==> src/rtl/wrq_pkg.sv <==
package wrq_pkg;
  typedef struct packed {
    logic ce_n;
    logic we_n;
    logic oe_n;
  } strobe_t;

  localparam strobe_t STROBE_IDLE = '{ce_n: 1'b1, we_n: 1'b1, oe_n: 1'b1};
endpackage

==> src/rtl/wrq_sync.sv <==
module wrq_sync #(
  parameter int W = 1,
  parameter int STAGES = 2,
  parameter logic [W-1:0] RST_VAL = '0
) (
  input  logic         clk,
  input  logic         rst_n,
  input  logic [W-1:0] d,
  output logic [W-1:0] q
);
  logic [W-1:0] pipe [STAGES];

  always_ff @(posedge clk) begin
    if (!rst_n) begin
      for (int i = 0; i < STAGES; i++) pipe[i] <= RST_VAL;
    end else begin
      pipe[0] <= d;
      for (int i = 1; i < STAGES; i++) pipe[i] <= pipe[i-1];
    end
  end

  assign q = pipe[STAGES-1];
endmodule

==> src/rtl/wrq_delay.sv <==
module wrq_delay #(
  parameter int W = 1,
  parameter int DEPTH = 1
) (
  input  logic         clk,
  input  logic         rst_n,
  input  logic [W-1:0] d,
  output logic [W-1:0] q
);
  generate
    if (DEPTH == 0) begin : g_pass
      assign q = d;
    end else begin : g_line
      logic [W-1:0] line [DEPTH];
      always_ff @(posedge clk) begin
        if (!rst_n) begin
          for (int i = 0; i < DEPTH; i++) line[i] <= '0;
        end else begin
          line[0] <= d;
          for (int i = 1; i < DEPTH; i++) line[i] <= line[i-1];
        end
      end
      assign q = line[DEPTH-1];
    end
  endgenerate
endmodule

==> src/rtl/wrq_filter.sv <==
module wrq_filter #(
  parameter int CYC = 2
) (
  input  logic clk,
  input  logic rst_n,
  input  logic s,
  output logic f
);
  localparam int CW = (CYC < 2) ? 1 : $clog2(CYC + 1);
  localparam logic [CW-1:0] LAST = CW'(CYC - 1);

  logic [CW-1:0] run_q;
  logic          lvl_q;

  always_ff @(posedge clk) begin
    if (!rst_n) begin
      run_q <= '0;
      lvl_q <= 1'b1;
    end else if (s == lvl_q) begin
      run_q <= '0;
    end else if (run_q == LAST) begin
      lvl_q <= s;
      run_q <= '0;
    end else begin
      run_q <= run_q + 1'b1;
    end
  end

  assign f = lvl_q;

  // the filtered level only moves to a value the raw input already held
  a_r6_filter_follows_input: assert property (@(posedge clk) disable iff (!rst_n)
    (lvl_q != $past(lvl_q)) |-> ($past(s) == lvl_q));
endmodule

==> src/rtl/wrq_cycle_fsm.sv <==
module wrq_cycle_fsm #(
  parameter int AW = 18,
  parameter int DW = 8,
  parameter int PRIME = 5
) (
  input  logic          clk,
  input  logic          rst_n,
  input  logic          ce_f,
  input  logic          we_f,
  input  logic          oe_f,
  input  logic          lockout,
  input  logic [AW-1:0] a_al,
  input  logic [DW-1:0] d_al,
  output logic          cmd_valid,
  output logic [AW-1:0] cmd_addr,
  output logic [DW-1:0] cmd_data
);
  localparam int PW = $clog2(PRIME + 1);
  localparam logic [PW-1:0] PRIME_MAX = PW'(PRIME);

  logic [PW-1:0] prime_q;
  logic          primed;
  logic          armed_q;
  logic          act, act_q;
  logic          open_q, abort_q;
  logic          start, finish;
  logic [AW-1:0] addr_q;
  logic [DW-1:0] data_q;

  assign act    = ~ce_f & ~we_f & oe_f;
  assign primed = (prime_q == PRIME_MAX);
  assign start  = act & ~act_q & armed_q;
  assign finish = open_q & ~act;

  always_ff @(posedge clk) begin
    if (!rst_n) begin
      prime_q <= '0;
      armed_q <= 1'b0;
    end else begin
      if (!primed) prime_q <= prime_q + 1'b1;
      if (primed && !act) armed_q <= 1'b1;
    end
  end

  always_ff @(posedge clk) begin
    if (!rst_n) begin
      act_q     <= 1'b1;
      open_q    <= 1'b0;
      abort_q   <= 1'b0;
      addr_q    <= '0;
      data_q    <= '0;
      cmd_valid <= 1'b0;
      cmd_addr  <= '0;
      cmd_data  <= '0;
    end else begin
      act_q     <= act;
      cmd_valid <= 1'b0;
      if (start) begin
        open_q  <= 1'b1;
        abort_q <= lockout;
        addr_q  <= a_al;
        data_q  <= d_al;
      end else if (finish) begin
        open_q <= 1'b0;
        if (oe_f && !abort_q && !lockout) begin
          cmd_valid <= 1'b1;
          cmd_addr  <= addr_q;
          cmd_data  <= data_q;
        end
      end else if (open_q) begin
        data_q <= d_al;
        if (lockout) abort_q <= 1'b1;
      end
    end
  end

  // a command pulse lasts a single clock
  a_r10_single_pulse: assert property (@(posedge clk) disable iff (!rst_n)
    cmd_valid |=> !cmd_valid);
  // a command only follows a window closed with output enable high
  a_r7_oe_high_at_close: assert property (@(posedge clk) disable iff (!rst_n)
    cmd_valid |-> $past(oe_f));
  // lockout on the closing edge blocks the command
  a_r8_lockout_blocks: assert property (@(posedge clk) disable iff (!rst_n)
    $past(lockout) |-> !cmd_valid);
  // a window can only open once an idle bus has been observed
  a_r9_open_needs_arm: assert property (@(posedge clk) disable iff (!rst_n)
    $rose(open_q) |-> $past(armed_q));
endmodule

==> src/rtl/memwr_qualifier.sv <==
module memwr_qualifier
  import wrq_pkg::*;
#(
  parameter int ADDR_W = 18,
  parameter int DATA_W = 8,
  parameter int GLITCH_CYC = 2,
  parameter int SYNC_STAGES = 2
) (
  input  logic              clk,
  input  logic              rst_n,
  input  logic              ce_n,
  input  logic              we_n,
  input  logic              oe_n,
  input  logic [ADDR_W-1:0] bus_addr,
  input  logic [DATA_W-1:0] bus_data,
  input  logic              lockout,
  output logic              cmd_valid,
  output logic [ADDR_W-1:0] cmd_addr,
  output logic [DATA_W-1:0] cmd_data
);
  localparam int SW = $bits(strobe_t);
  localparam int BW = ADDR_W + DATA_W;
  localparam int PRIME = SYNC_STAGES + GLITCH_CYC + 1;

  strobe_t          raw_s, syn_s, flt_s;
  logic [BW-1:0]    bus_syn, bus_al;

  assign raw_s = '{ce_n: ce_n, we_n: we_n, oe_n: oe_n};

  wrq_sync #(.W(SW), .STAGES(SYNC_STAGES), .RST_VAL(STROBE_IDLE)) u_strobe_sync (
    .clk(clk), .rst_n(rst_n), .d(raw_s), .q(syn_s)
  );

  wrq_sync #(.W(BW), .STAGES(SYNC_STAGES), .RST_VAL('0)) u_bus_sync (
    .clk(clk), .rst_n(rst_n), .d({bus_addr, bus_data}), .q(bus_syn)
  );

  wrq_delay #(.W(BW), .DEPTH(GLITCH_CYC)) u_bus_align (
    .clk(clk), .rst_n(rst_n), .d(bus_syn), .q(bus_al)
  );

  genvar gi;
  generate
    for (gi = 0; gi < SW; gi++) begin : g_flt
      wrq_filter #(.CYC(GLITCH_CYC)) u_flt (
        .clk(clk), .rst_n(rst_n), .s(syn_s[gi]), .f(flt_s[gi])
      );
    end
  endgenerate

  wrq_cycle_fsm #(.AW(ADDR_W), .DW(DATA_W), .PRIME(PRIME)) u_fsm (
    .clk(clk), .rst_n(rst_n),
    .ce_f(flt_s.ce_n), .we_f(flt_s.we_n), .oe_f(flt_s.oe_n),
    .lockout(lockout),
    .a_al(bus_al[BW-1:DATA_W]), .d_al(bus_al[DATA_W-1:0]),
    .cmd_valid(cmd_valid), .cmd_addr(cmd_addr), .cmd_data(cmd_data)
  );
endmodule

==> config.mk <==
export PLATFORM = sky130hd
export DESIGN_NAME = memwr_qualifier
export DESIGN_NICKNAME = d
export VERILOG_FILES = /design/src/rtl/wrq_pkg.sv /design/src/rtl/wrq_sync.sv /design/src/rtl/wrq_delay.sv /design/src/rtl/wrq_filter.sv /design/src/rtl/wrq_cycle_fsm.sv /design/src/rtl/memwr_qualifier.sv
export SDC_FILE = /design/constraint.sdc
export NUM_CORES = 1
export LEC_CHECK = 0
export BUFFER_PORTS_ARGS = -buffer_cell sky130_fd_sc_hd__buf_4
export CAP_MARGIN = 20
export CORE_UTILIZATION = 61
export DETAILED_ROUTE_END_ITERATION = 16
export PLACE_DENSITY = 0.9
export SYNTH_ARGS = -nofsm -noshare
export SYNTH_HDL_FRONTEND = slang
export SYNTH_SLANG_ARGS = --single-unit
==> constraint.sdc <==
create_clock -name clk -period 3.1 [get_ports clk]
set_input_delay 0.62 -clock clk [delete_from_list [all_inputs] [get_ports clk]]
set_output_delay 0.62 -clock clk [all_outputs]
set_load 0.01 [all_outputs]
==> results.cfg <==
[run_status]
outcome = finished clean

[clock_tree]
path_clk_slew_ns = 0.07
hold_buffers = 0
postCtsSetupBuffers = 0
htreeDepth = 4
clk_latency_ns = 0.52
clock-sinks = 179
cts_tree = built
cts_buffer_depth = 2
clock-root-buffer = clkbuf_8
post_cts_resize_count = 0
numCtsBuffers = 17

[sta]
slew_viol_final = 0
rsz0062_at_grt = false
tns_ns = 0
finalHoldViolations = 0
period_needed_ns = 1.65
slew-limit-headroom = 0.628
fin_skew_ns = 0.00797
max_freq_mhz = 608
worst_pin_slew_ns = 0.558
period_share = 0.531
setup_viol = 0

[power_and_ir_drop]
p_per_area_mw_per_mm2 = 689
peakVddDrop_mv = 0.422
finalPower_mw = 4.58
p_leak_nw = 3.00

[die]
start_util = 0.635
die_h_um = 97.5
coreArea_mm2 = 0.00876
fp-row-count = 34
die_area_mm2 = 0.00950
die_w_um = 97.5
ioPinCount = 59

[worst_setup_path]
cp-start-kind = flop
cp-end-kind = output pin
cp.required_ns = 2.48
path_buf_inv = 1
slowest_stage = dfxtp_1
cpPeakStageDelay_ns = 0.37
path_max_fanout = 2
critical_path.top_delay_family = flip-flops
critPathKind = flop to output pin
crit_chain = buf_4
cp.arrival_ns = 1.03

[synthesis]
synth-simple-area-share = 0.201
synth_xor_area_frac = 0.00630
ys_top_cells_by_area = dfxtp_1 64%, and2_1 12%, mux2i_1 9.9%
avgSynthCellArea_um2 = 11.2
yosys.area.top_type_share = 0.644
synth_compound_area_frac = 0.00877
synth_top_family_by_area = simple AND/OR/NAND/NOR gates
yosys.area_share.adder = 0.0112
synth_cells = 495
syn_area_mm2 = 0.00556
synth_top_area_cell = dfxtp_1
synth_nets = 532
synth.area.mux_share = 0.0990
ys_seq_elements = 179
ys_warn_count = 0
seq_area_frac_synth = 0.644
synth_cell_type_count = 24

[final_layout]
mostFrequentLayoutCell = dfxtp_1
mostFrequentLayoutCells = 179 x dfxtp_1, 106 x and2_1, 82 x nand2_1
stdcell_area_mm2 = 0.00665
area_delta_synth_final_pct = 19.6
drive_gt1_frac = 0.171
nets = 584
antenna_cells = 0

[global_routing]
grt_antenna_before_repair = 0
grt_max_degree = 177
grtUsageTotal = 0.194
grt_pass1_vias = 3237
grt_pass1_wl_mm = 14.3
overflow = 0

[detailed_routing]
routed_wl_mm = 8.52
wire_per_inst_um = 12.8
vias = 3213
firstDrtPassIters = 4
drcViolationCount = 0
avgViaCountPerCell = 4.81
first_iter_violations = 88
ant_nets = 0

[placement]
portBuffers = 58
gp_congestion = 0.734
place_area_mm2 = 0.00602
place.detailed.hpwl_mm = 4.84

[job]
drv_cap = 0

[worst_hold_path]
min_path_type = primary input to flop
[Yosys cell counts]
| cell | instances |
|---|---|
| clkbuf_1 | 16 |
| buf_2 | 6 |
| dfxtp_1 | 179 |
| a32o_1 | 1 |
| nor3b_4 | 1 |
| inv_1 | 5 |
| nand2_4 | 1 |
| a211oi_1 | 1 |
| nand2_1 | 82 |
| nand2b_1 | 7 |
| o21ai_1 | 2 |
| or3_1 | 3 |
| buf_6 | 3 |
| buf_4 | 2 |
| and4bb_1 | 1 |
| o21a_1 | 2 |
| mux2i_1 | 55 |
| inv_2 | 1 |
| a31oi_1 | 1 |
| nor2_1 | 10 |
| xnor2_1 | 4 |
| and2_1 | 106 |
| ha_1 | 5 |
| nor2b_1 | 1 |
[per-stage QoR]
step                      worst slack, ns  std cells   util  hold WS (ns)
after floorplan                      1.62        495      -         0.386
after global placement               1.39        635  0.687         0.389
after detailed placement             1.30        635  0.687         0.398
after CTS                            1.39        667  0.756         0.263
after global routing                 1.38        668  0.759         0.256
final                                1.45        668  0.759         0.282
[per-layer routing]
metal | GRT usage | up-vias | wire, um | share of wire
li1 | - | 1667 | - | -
met1 | 0.220 | 1468 | 3740 | 0.44
met2 | 0.336 | 68 | 4320 | 0.51
met3 | 0.0626 | 10 | 356 | 0.042
met4 | 0.0814 | 0 | 99 | 0.012
met5 | 0 | - | 0 | 0
[cell families after synthesis]
logic type	count (synthesis)
mux	55
simple gates	212
buf+inv	33
compound gates	7
fa+ha+maj	5
flops	179
xor+xnor	4
[state kept, by name (all words and copies together), names as in the netlist]
name and cells:
g_flt.u_flt.f 3, g_flt.u_flt.run_q 6, u_bus_align.g_line.line 52, u_bus_sync.pipe 52, u_fsm.abort_q 1, u_fsm.act_q 1
u_fsm.addr_q 18, u_fsm.armed_q 1, u_fsm.cmd_addr 18, u_fsm.cmd_data 8, u_fsm.cmd_valid 1, u_fsm.data_q 8
u_fsm.open_q 1, u_fsm.prime_q 3, u_strobe_sync.pipe 6
[path summary, 6_finish.rpt]
kind | cells after the start | slack (ns) | end | from
setup / recovery | 1 | 1.45 | cmd_addr[17] | u_fsm.cmd_addr[17]$_SDFFE_PN0P_
hold / removal | 2 | 0.28 | u_strobe_sync.pipe[0][2]$_SDFF_PN1_ | ce_n
setup reg to reg | 3 | 1.48 | u_fsm.data_q[5]$_SDFFE_PN0P_ | g_flt[2].u_flt.f$_SDFFE_PN1P_
hold reg to reg | 1 | 0.41 | u_strobe_sync.pipe[0][3]$_SDFF_PN1_ | u_strobe_sync.pipe[0][0]$_SDFF_PN1_
[power by group]
part           switching (mW)  total [mW]  internal [mW]  leakage, nW
logic                  0.0553       0.117         0.0615         1.25
registers              0.0164        2.37           2.35         1.46
clock network           0.967        2.09           1.12        0.294
[cell type report]
class / instances / area, um2
Clock inverter: 15 / 190
Tap cell: 108 / 135
Clock buffer: 17 / 414
Timing Repair Buffer: 60 / 475
Inverter: 6 / 22.5
Sequential cell: 179 / 3580
Multi-Input combinational cell: 283 / 1830
Fill cell: 560 / 2110
(Power assumes the default switching activity.)
